### src/rtl/stack_frame_pkg.sv
package stack_frame_pkg;

  typedef enum logic [1:0] {
    SP_HOLD,
    SP_ADD,
    SP_SUB
  } sp_op_e;

  typedef enum logic [2:0] {
    ST_IDLE,
    ST_PICK,
    ST_ISSUE,
    ST_WAIT,
    ST_JRD
  } seq_state_e;

endpackage

### src/rtl/fs_bit_pick.sv
module fs_bit_pick #(
  parameter int NREGS = 12,
  localparam int IDX_W = $clog2(NREGS)
) (
  input  logic [NREGS-1:0] mask_i,
  input  logic             descend_i,
  output logic             found_o,
  output logic [IDX_W-1:0] idx_o
);

  // descend_i = 0 selects the lowest set bit, 1 the highest
  always_comb begin
    found_o = |mask_i;
    idx_o   = '0;
    if (descend_i) begin
      for (int k = 0; k < NREGS; k++)
        if (mask_i[k]) idx_o = IDX_W'(k);
    end else begin
      for (int k = NREGS - 1; k >= 0; k--)
        if (mask_i[k]) idx_o = IDX_W'(k);
    end
  end

endmodule

### src/rtl/fs_sp_unit.sv
module fs_sp_unit
  import stack_frame_pkg::*;
#(
  parameter int          DW      = 32,
  parameter logic [31:0] SP_INIT = 32'h0000_0800
) (
  input  logic          clk,
  input  logic          rst,
  input  sp_op_e        op_i,
  input  logic [DW-1:0] amt_i,
  output logic [DW-1:0] sp_o
);

  always_ff @(posedge clk) begin
    if (rst) begin
      sp_o <= DW'(SP_INIT);
    end else begin
      case (op_i)
        SP_ADD:  sp_o <= sp_o + amt_i;
        SP_SUB:  sp_o <= sp_o - amt_i;
        default: sp_o <= sp_o;
      endcase
    end
  end

endmodule

### src/rtl/fs_mem_port.sv
module fs_mem_port #(
  parameter int AW = 32,
  parameter int DW = 32
) (
  input  logic          clk,
  input  logic          rst,
  input  logic          issue_i,
  input  logic          we_i,
  input  logic [AW-1:0] addr_i,
  input  logic [DW-1:0] wdata_i,
  input  logic          mem_ack_i,
  output logic          mem_req_o,
  output logic          mem_we_o,
  output logic [AW-1:0] mem_addr_o,
  output logic [DW-1:0] mem_wdata_o,
  output logic          xfer_done_o
);

  assign xfer_done_o = mem_req_o & mem_ack_i;

  always_ff @(posedge clk) begin
    if (rst) begin
      mem_req_o   <= 1'b0;
      mem_we_o    <= 1'b0;
      mem_addr_o  <= '0;
      mem_wdata_o <= '0;
    end else if (issue_i && !mem_req_o) begin
      mem_req_o   <= 1'b1;
      mem_we_o    <= we_i;
      mem_addr_o  <= addr_i;
      mem_wdata_o <= wdata_i;
    end else if (xfer_done_o) begin
      mem_req_o <= 1'b0;
    end
  end

  AST_REQ_HOLD: assert property (@(posedge clk) disable iff (rst)
    (mem_req_o && !mem_ack_i) |=> (mem_req_o && $stable(mem_addr_o)
                                   && $stable(mem_we_o) && $stable(mem_wdata_o)));

endmodule

### src/rtl/stack_frame_seq.sv
module stack_frame_seq
  import stack_frame_pkg::*;
#(
  parameter int          NREGS    = 12,
  parameter int          REG_BASE = 20,
  parameter int          RA_W     = 5,
  parameter int          SZ_W     = 5,
  parameter int          DW       = 32,
  parameter logic [31:0] SP_INIT  = 32'h0000_0800
) (
  input  logic             clk,
  input  logic             rst,
  input  logic             start_i,
  input  logic             op_release_i,
  input  logic [NREGS-1:0] reg_mask_i,
  input  logic [SZ_W-1:0]  frame_words_i,
  input  logic [RA_W-1:0]  jump_reg_i,
  output logic             mem_req_o,
  output logic             mem_we_o,
  output logic [DW-1:0]    mem_addr_o,
  output logic [DW-1:0]    mem_wdata_o,
  input  logic [DW-1:0]    mem_rdata_i,
  input  logic             mem_ack_i,
  output logic [RA_W-1:0]  rf_raddr_o,
  input  logic [DW-1:0]    rf_rdata_i,
  output logic             rf_we_o,
  output logic [RA_W-1:0]  rf_waddr_o,
  output logic [DW-1:0]    rf_wdata_o,
  output logic             pc_we_o,
  output logic [DW-1:0]    pc_o,
  output logic [DW-1:0]    sp_o,
  output logic             busy_o,
  output logic             done_o
);

  localparam int          IDX_W     = $clog2(NREGS);
  localparam int          WORD_B    = 4;
  localparam logic [DW-1:0] WORD_STEP = DW'(WORD_B);

  seq_state_e           state_q;
  logic [NREGS-1:0]     mask_q;
  logic                 release_q;
  logic [SZ_W-1:0]      size_q;
  logic [RA_W-1:0]      jreg_q;
  logic [IDX_W-1:0]     idx_q;

  logic                 pick_found;
  logic [IDX_W-1:0]     pick_idx;
  sp_op_e               sp_op;
  logic [DW-1:0]        sp_amt;
  logic [DW-1:0]        sp_w;
  logic                 issue;
  logic                 issue_we;
  logic [DW-1:0]        issue_addr;
  logic                 xfer_done;

  function automatic logic [DW-1:0] frame_bytes(input logic [SZ_W-1:0] words);
    return DW'({words, 2'b00});
  endfunction

  function automatic logic [RA_W-1:0] list_reg(input logic [IDX_W-1:0] idx);
    return RA_W'(REG_BASE) + RA_W'(idx);
  endfunction

  fs_bit_pick #(.NREGS(NREGS)) u_pick (
    .mask_i    (mask_q),
    .descend_i (release_q),
    .found_o   (pick_found),
    .idx_o     (pick_idx)
  );

  fs_sp_unit #(.DW(DW), .SP_INIT(SP_INIT)) u_sp (
    .clk   (clk),
    .rst   (rst),
    .op_i  (sp_op),
    .amt_i (sp_amt),
    .sp_o  (sp_w)
  );

  fs_mem_port #(.AW(DW), .DW(DW)) u_mem (
    .clk         (clk),
    .rst         (rst),
    .issue_i     (issue),
    .we_i        (issue_we),
    .addr_i      (issue_addr),
    .wdata_i     (rf_rdata_i),
    .mem_ack_i   (mem_ack_i),
    .mem_req_o   (mem_req_o),
    .mem_we_o    (mem_we_o),
    .mem_addr_o  (mem_addr_o),
    .mem_wdata_o (mem_wdata_o),
    .xfer_done_o (xfer_done)
  );

  assign sp_o   = sp_w;
  assign busy_o = (state_q != ST_IDLE);

  // Stack pointer steps and memory issue, decoded from the sequencer state
  always_comb begin
    sp_op      = SP_HOLD;
    sp_amt     = WORD_STEP;
    issue      = 1'b0;
    issue_we   = !release_q;
    issue_addr = release_q ? sp_w : (sp_w - WORD_STEP);
    case (state_q)
      ST_IDLE: begin
        if (start_i && op_release_i) begin
          sp_op  = SP_ADD;
          sp_amt = frame_bytes(frame_words_i);
        end
      end
      ST_PICK: begin
        if (!pick_found && !release_q) begin
          sp_op  = SP_SUB;
          sp_amt = frame_bytes(size_q);
        end
      end
      ST_ISSUE: begin
        issue = 1'b1;
        if (!release_q) sp_op = SP_SUB;
      end
      ST_WAIT: begin
        if (xfer_done && release_q) sp_op = SP_ADD;
      end
      default: ;
    endcase
  end

  always_ff @(posedge clk) begin
    if (rst) begin
      state_q    <= ST_IDLE;
      mask_q     <= '0;
      release_q  <= 1'b0;
      size_q     <= '0;
      jreg_q     <= '0;
      idx_q      <= '0;
      rf_raddr_o <= '0;
      rf_we_o    <= 1'b0;
      rf_waddr_o <= '0;
      rf_wdata_o <= '0;
      pc_we_o    <= 1'b0;
      pc_o       <= '0;
      done_o     <= 1'b0;
    end else begin
      rf_we_o <= 1'b0;
      pc_we_o <= 1'b0;
      done_o  <= 1'b0;
      case (state_q)
        ST_IDLE: begin
          if (start_i) begin
            mask_q    <= reg_mask_i;
            release_q <= op_release_i;
            size_q    <= frame_words_i;
            jreg_q    <= jump_reg_i;
            state_q   <= ST_PICK;
          end
        end
        ST_PICK: begin
          if (pick_found) begin
            idx_q      <= pick_idx;
            rf_raddr_o <= list_reg(pick_idx);
            state_q    <= ST_ISSUE;
          end else if (!release_q) begin
            done_o  <= 1'b1;
            state_q <= ST_IDLE;
          end else if (jreg_q != '0) begin
            rf_raddr_o <= jreg_q;
            state_q    <= ST_JRD;
          end else begin
            done_o  <= 1'b1;
            state_q <= ST_IDLE;
          end
        end
        ST_ISSUE: begin
          state_q <= ST_WAIT;
        end
        ST_WAIT: begin
          if (xfer_done) begin
            mask_q[idx_q] <= 1'b0;
            if (release_q) begin
              rf_we_o    <= 1'b1;
              rf_waddr_o <= list_reg(idx_q);
              rf_wdata_o <= mem_rdata_i;
            end
            state_q <= ST_PICK;
          end
        end
        ST_JRD: begin
          pc_o    <= rf_rdata_i;
          pc_we_o <= 1'b1;
          done_o  <= 1'b1;
          state_q <= ST_IDLE;
        end
        default: state_q <= ST_IDLE;
      endcase
    end
  end

  AST_STORE_AT_SP: assert property (@(posedge clk) disable iff (rst)
    ($rose(mem_req_o) && mem_we_o) |-> (mem_addr_o == sp_w));

  AST_RELOAD_STEP: assert property (@(posedge clk) disable iff (rst)
    (mem_req_o && mem_ack_i && !mem_we_o) |=> (sp_w == $past(sp_w) + WORD_STEP));

  AST_RELOAD_READ_ONLY: assert property (@(posedge clk) disable iff (rst)
    (mem_req_o && release_q) |-> !mem_we_o);

  AST_PC_ON_DONE: assert property (@(posedge clk) disable iff (rst)
    pc_we_o |-> (done_o && release_q && jreg_q != '0));

  AST_DONE_PULSE: assert property (@(posedge clk) disable iff (rst)
    done_o |=> !done_o);

  AST_IDLE_QUIET: assert property (@(posedge clk) disable iff (rst)
    (!busy_o) |-> (!mem_req_o && !rf_we_o));

  AST_RF_RANGE: assert property (@(posedge clk) disable iff (rst)
    rf_we_o |-> (rf_waddr_o >= RA_W'(REG_BASE)));

  AST_PORT_EXCL: assert property (@(posedge clk) disable iff (rst)
    $onehot0({mem_req_o, rf_we_o, pc_we_o}));

endmodule

### config.mk
export PLATFORM = sky130hd
export DESIGN_NAME = stack_frame_seq
export DESIGN_NICKNAME = d
export VERILOG_FILES = /design/src/rtl/stack_frame_pkg.sv /design/src/rtl/fs_bit_pick.sv /design/src/rtl/fs_sp_unit.sv /design/src/rtl/fs_mem_port.sv /design/src/rtl/stack_frame_seq.sv
export SDC_FILE = /design/constraint.sdc
export NUM_CORES = 1
export LEC_CHECK = 0
export BUFFER_PORTS_ARGS = -buffer_cell sky130_fd_sc_hd__buf_2
export CAP_MARGIN = 30
export CORE_MARGIN = 2
export CORE_UTILIZATION = 45
export CTS_CLUSTER_DIAMETER = 80
export DETAILED_ROUTE_END_ITERATION = 8
export MAX_ROUTING_LAYER = met4
export PLACE_DENSITY = 0.81
export SETUP_SLACK_MARGIN = 0.2
export SLEW_MARGIN = 30
export SYNTH_ARGS = -nofsm -noshare
export SYNTH_HDL_FRONTEND = slang
export SYNTH_SLANG_ARGS = --single-unit
export TNS_END_PERCENT = 20
### constraint.sdc
create_clock -name clk -period 6.8 [get_ports clk]
set_input_delay 1.36 -clock clk [delete_from_list [all_inputs] [get_ports clk]]
set_output_delay 1.36 -clock clk [all_outputs]
set_load 0.02 [all_outputs]
======== Word-level counts from Yosys, hierarchy flattened ========
Index checks and enable logic that the tools add are counted.
storage, ports and cells
  register bits after elaboration ......... 205
  word-level logic and storage cells ...... 119
operators by class
  add/subtract/negate cells ............... 5
  magnitude comparators ................... 2
  equal/unequal tests ..................... 8
  multiplexer cells ....................... 57
  bitwise logic cells ..................... 5
  reduce and logical (&&, ||, !) cells .... 24
operators by type and width
  cell                   number
  $mux 4                 17
  $pmux 32 s2            1
  $add 32x7->32          1
  $mux 32                1
  $sub 32x3->32 const B  1
  $sub 32x7->32          1
  $mux 3                 9
  $mux 12                2
  $pmux 12 s2            1
  $mux 5                 3
  $mux 7                 2
  $pmux 7 s2             1
  $and 12x12->12         1
  $mux 1                 12
  $not 12->12            1
  $pmux 3 s4             1
  $reduce_or 12->1       1
  $add 5x4->5 const A    2
  $reduce_bool 2->1      5
  $reduce_and 3->1       3
  $mux 2                 4
  $pmux 2 s4             1
  $eq 3x2->1 const B     2
  $reduce_and 2->1       3
  other kinds (17)       25

======== Longest topological paths before layout ========
  depth after elaboration ................. 15
  depth in mapped cells ................... 19

======== Cells and area by module ========
A second synthesis with hierarchy kept.
unflattened totals
  cell total of the unflattened synthesis .. 1,400
  area total of the unflattened synthesis .. 11,339.6 µm²
modules (own cells, without submodules)
  module           times used  cells an instance  area an instance (µm²)
  stack_frame_seq  1           605                4,743.3
  fs_sp_unit       1           458                3,395.8
  fs_mem_port      1           300                2,994.1
  fs_bit_pick      1           37                 206.4

======== Worst setup path after synthesis ========
Ideal clock, no wire load.
  kind .................................... input to register
  start ................................... input port start_i
  end ..................................... register u_sp.sp_o[25]
  setup time .............................. 0.131 ns
  data arrival time ....................... 4.823 ns
  data required time ...................... 6.669 ns
  slack ................................... 1.846 ns
  stages on the path ...................... 17
  path through ............................ nor4b_2 -> and2_0 -> clkbuf_1 -> nor2_1 -> ha_1 -> clkbuf_1 -> nor2_1 -> xor2_1 -> ha_1 -> o21ai_0 -> a221oi_1 -> a221o_1 -> a41oi_1 -> o21ai_0 -> a211oi_1 -> xor2_1 -> o22ai_1
between the ends
  longest elaborated chain between the ends .. 5
ends and longest elaborated chain
  element                                                  line                    RTL
  start, declared                                          stack_frame_seq.sv:13   input logic start_i,
  $logic_and 1x1->1 (*)                                    stack_frame_seq.sv:107  if (start_i && op_release_i) begin
  $mux 7 / $mux 1 (equally long branches)                  stack_frame_seq.sv:107
  $pmux 7 s2 / $pmux 2 s4 (equally long branches)          stack_frame_seq.sv:105  case (state_q)
  $sub 32x7->32 (tied with other cells)                    fs_sp_unit.sv:20        SP_SUB: sp_o <= sp_o - amt_i;
  $pmux 32 s2 / $reduce_bool 2->1 (equally long branches)  n/a
  end signal, assigned                                     fs_sp_unit.sv:19        SP_ADD: sp_o <= sp_o + amt_i;
  end signal, assigned                                     fs_sp_unit.sv:20
  end signal, assigned                                     fs_sp_unit.sv:21        default: sp_o <= sp_o;
  end, declared                                            fs_sp_unit.sv:11        output logic [DW-1:0] sp_o
Mark *: on every way between the ends. The rest lies on a longest branch, timed or not.
A chain may end at the register's enable or synchronous reset.

======== Worst setup path in the final report ========
  start ................................... register mask_q[4]
  end ..................................... register u_sp.sp_o[25]
between the ends
  longest elaborated chain between the ends .. 7
ends and longest elaborated chain
  element                                                  line                    RTL
  start, declared                                          stack_frame_seq.sv:41   logic [NREGS-1:0] mask_q;
  start signal, assigned                                   stack_frame_seq.sv:151  mask_q <= reg_mask_i;
  $reduce_or 12->1 (*)                                     fs_bit_pick.sv:13       found_o = |mask_i;
  $logic_not 1->1 (*)                                      stack_frame_seq.sv:113  if (!pick_found && !release_q) begin
  $logic_and 1x1->1 (*)                                    stack_frame_seq.sv:113
  $mux 7 / $mux 2 (equally long branches)                  stack_frame_seq.sv:113
  $pmux 7 s2 / $pmux 2 s4 (equally long branches)          stack_frame_seq.sv:105
  $sub 32x7->32 (tied with other cells)                    fs_sp_unit.sv:20
  $pmux 32 s2 / $reduce_bool 2->1 (equally long branches)  n/a
Marks and branches as above.

==> results.json <==
{
  "status": "complete, no violations",
  "postCtsSetupRepairBufs": 0,
  "dieWidth_um": 152,
  "post_synth_num_cell_types": 71,
  "async_flop_share_pct": 0,
  "post-layout-total-power_uw": 3610,
  "worstHoldPathCells": 2,
  "initial_utilization_pct": 46.2,
  "detailroute.via_count": 9758,
  "synth_top_flop_cell": "dfxtp_1",
  "floorplan.die.height_um": 152,
  "post_synth_xor_area_fraction_pct": 3.84,
  "multiInputGateArea_um2": 5390,
  "timing.reg2reg.worst_path_depth": 16,
  "place.gp.congestion": 0.956,
  "placedCellCount": 1731,
  "critical_path_class": "reg2reg",
  "timing.rr.end": "u_sp.sp_o[25]",
  "main_combinational_cell_family_by_area_after_synthesis": "simple AND/OR/NAND/NOR gates",
  "drc": 0,
  "worstPathArrival_ns": 5.56,
  "synth_compound_area_share_pct": 21.4,
  "yosysWarnings": 0,
  "clkSlewWorstSetupHoldPaths_ns": 0.06,
  "finalNetCount": 1611,
  "rsz0062_at_grt": "false",
  "ys_seq_elements": 201,
  "synthesized_area_per_cell_um2": 7.76,
  "maxSlewViolCount": 0,
  "die_area_um2": 23000,
  "synth_seq_area_share_pct": 41.1,
  "post-dp-hpwl_mm": 20.7,
  "power_density_nw_per_um2": 300,
  "place_ws_ns": 1.21,
  "postLayoutCoreUtil_pct": 56.6,
  "finalCritPeriodShare_pct": 75.9,
  "finalCriticalPeriod_ns": 5.16,
  "layout_setup_ws_ns": 1.64,
  "final.setup_skew_ns": 0.0110,
  "core_region_area_um2": 21200,
  "worst_setup_path_endpoint": "u_sp.sp_o[25]",
  "mappedNetlistArea_um2": 9800,
  "root_buffer": "clkbuf_16",
  "cp_data_required_time_ns": 7.19,
  "worst_slew_margin_rel_pct": 43.3,
  "synthMuxAreaShare_pct": 0.817,
  "total_clock_buffers_created_by_cts": 23,
  "grt_start_max_net_pins": 112,
  "achievable-frequency_ghz": 0.194,
  "critical_path.endpoint_type": "register",
  "final_hold_viol_count": 0,
  "cts.repair.resized": 0,
  "grt_overflow": 0,
  "synth_cells": 1262,
  "cts.sink_count": 201,
  "reg2reg_setup_slack_ns": 1.64,
  "irDropWorstVdd_mv": 0.191,
  "post_layout_nonfiller_instances": 1771,
  "reg2reg_from": "mask_q[4]",
  "final.fill_count": 2008,
  "grt_pass1_vias": 8766,
  "grt_antenna_before_repair": 0,
  "synth_area_leaders": "dfxtp_1 41%, nand2_1 11%, a21oi_1 9.4%",
  "min_path_type": "reg2reg",
  "yosys.area_share.simple_pct": 23.6,
  "routed_wire_length_per_instance_um": 16.3,
  "placementRows": 53,
  "ctsHtreeMaxLevel": 1,
  "max_slew.worst_pin.slew_ns": 0.842,
  "clock_tree.buffer_depth": 3,
  "synth.largest_area_cell": "dfxtp_1",
  "clock_insertion_delay_worst_skew_ns": 0.51,
  "grt_use_total_pct": 24.2,
  "detail_route.vias_per_cell": 5.51,
  "final_antenna_net_count": 0,
  "placement.io_buffers": 262,
  "first_pass_iteration_count_of_the_detailed_router": 6,
  "post_synth_fa_ha_maj_area_fraction_pct": 4.98,
  "detail_route.iter0.violations": 884,
  "area_growth_syn_to_layout_pct": 22.5,
  "num_io_pins": 267,
  "final-seq-area_um2": 4020,
  "totalWireLength_mm": 28.9,
  "cts.hold.buffers_added": 0,
  "grt_pass1_wl_mm": 44.2,
  "leakage_uw": 0.00521,
  "post-synth-top-area-fraction_pct": 41.1,
  "cp-startpoint": "mask_q[4]",
  "tns_ns": 0,
  "cap_viol_max_count": 0,
  "finalSetupViolations": 0,
  "share_of_final_layout_standard_cells_stronger_than_drive_strength_1_pct": 22.1,
  "startpoint_type": "register",
  "tritoncts": "done",
  "crit_fanout": 10,
  "antenna_cells": 0,
  "synth_enable_flop_cells": 0
}
## synthesized netlist by cell type, types with 5 or more instances
library cell	n
o21ai_0	42
buf_4	5
a211oi_1	29
nor3_1	20
nand2_1	293
mux2i_1	8
a21o_1	13
o21bai_1	9
or2_2	5
and3_1	11
nor2_1	104
and2_1	7
a31oi_1	11
nor4_1	9
inv_1	17
dfxtp_1	201
or3_1	5
nand3_1	20
a22oi_1	7
o211ai_1	5
xnor2_1	23
o22ai_1	5
nor4b_1	5
nand2b_1	8
a21oi_1	185
ha_1	39
a311oi_1	6
xor2_1	20
clkbuf_1	73
nand4_1	5
## power breakdown
part / internal, µW / total, µW / switching, µW
clock network: 769 / 1260 / 489
logic: 361 / 976 / 615
registers: 1260 / 1370 / 112
## worst min path at each step
stage | from | end
3_5_place_dp | rf_wdata_o[7] | rf_wdata_o[7]
3_3_place_gp | pc_o[7] | pc_o[7]
5_1_grt | rf_wdata_o[24] | rf_wdata_o[24]
2_1_floorplan | size_q[0] | size_q[0]
6_report | pc_o[18] | pc_o[18]
4_1_cts | pc_o[26] | pc_o[26]
## area by class of cell
class	instances	area share, %
clock inverter	8	0.782
tap	275	2.87
multi-input combinational	964	44.9
clock buffer	32	5.66
sequential	201	33.5
timing repair buffer	274	11.8
inverter	17	0.532
## sequential cells by signal, summed over array words and instances (netlist names)
register / count
pc_o: 32
u_sp.sp_o: 30
size_q: 5
u_mem.mem_req_o: 1
release_q: 1
pc_we_o: 1
rf_wdata_o: 32
u_mem.mem_wdata_o: 32
u_mem.mem_we_o: 1
rf_raddr_o: 5
idx_q: 4
jreg_q: 5
state_q: 3
done_o: 1
rf_we_o: 1
rf_waddr_o: 5
u_mem.mem_addr_o: 30
mask_q: 12
## cell usage in the layout (no fill, tap or decap), types with 8 or more instances in the layout
| cell | count |
|---|---|
| a211oi_1 | 29 |
| a21o_1 | 13 |
| a21oi_1 | 185 |
| a31oi_1 | 11 |
| and3_1 | 11 |
| buf_2 | 261 |
| buf_4 | 11 |
| clkbuf_16 | 23 |
| dfxtp_1 | 201 |
| ha_1 | 38 |
| inv_1 | 17 |
| mux2i_1 | 8 |
| nand2_1 | 293 |
| nand2b_1 | 8 |
| nand3_1 | 20 |
| nor2_1 | 104 |
| nor3_1 | 18 |
| nor4_1 | 9 |
| o21ai_0 | 42 |
| o21bai_1 | 9 |
| xnor2_1 | 23 |
| xor2_1 | 20 |
## worst max-delay path, stage by stage (launching register included)
cell	delay, ns
dfxtp_1	0.35
nor4_1	0.72
and3_1	0.47
nand2_1	0.10
a211oi_1	0.34
ha_2	0.35
nor2_1	0.08
xor2_1	0.14
ha_1	0.34
o21ai_0	0.29
a221oi_1	0.16
a221o_1	0.48
a41oi_1	0.38
o21ai_0	0.27
a211oi_1	0.31
xor2_1	0.16
o22ai_1	0.09
## per-layer routing
metal | track usage [%] | up-vias | part of all wire, %
li1 | - | 4825 | -
met1 | 32.2 | 4520 | 44
met2 | 38.8 | 366 | 47
met3 | 3.62 | 47 | 7.5
met4 | 6.48 | 0 | 2.2
met5 | - | - | 0
## cell families (layout without fill, tap and decap cells)
group,Yosys count,count (layout)
adder cells (fa/ha/maj),39,39
other,1,4
flip-flops,201,201
XOR/XNOR,43,43
buffers and inverters,100,331
AO/OA/AOI/OAI,350,350
multiplexers,8,8
AND/OR/NAND/NOR,520,520
## stage by stage
step	hold WS [ns]	cell area [µm²]
floorplan	0.437	9810
global placement	0.438	11200
detailed placement	0.443	11200
CTS	0.451	12000
global route	0.469	12000
finish	0.447	12000
(Power assumes the default switching activity.)
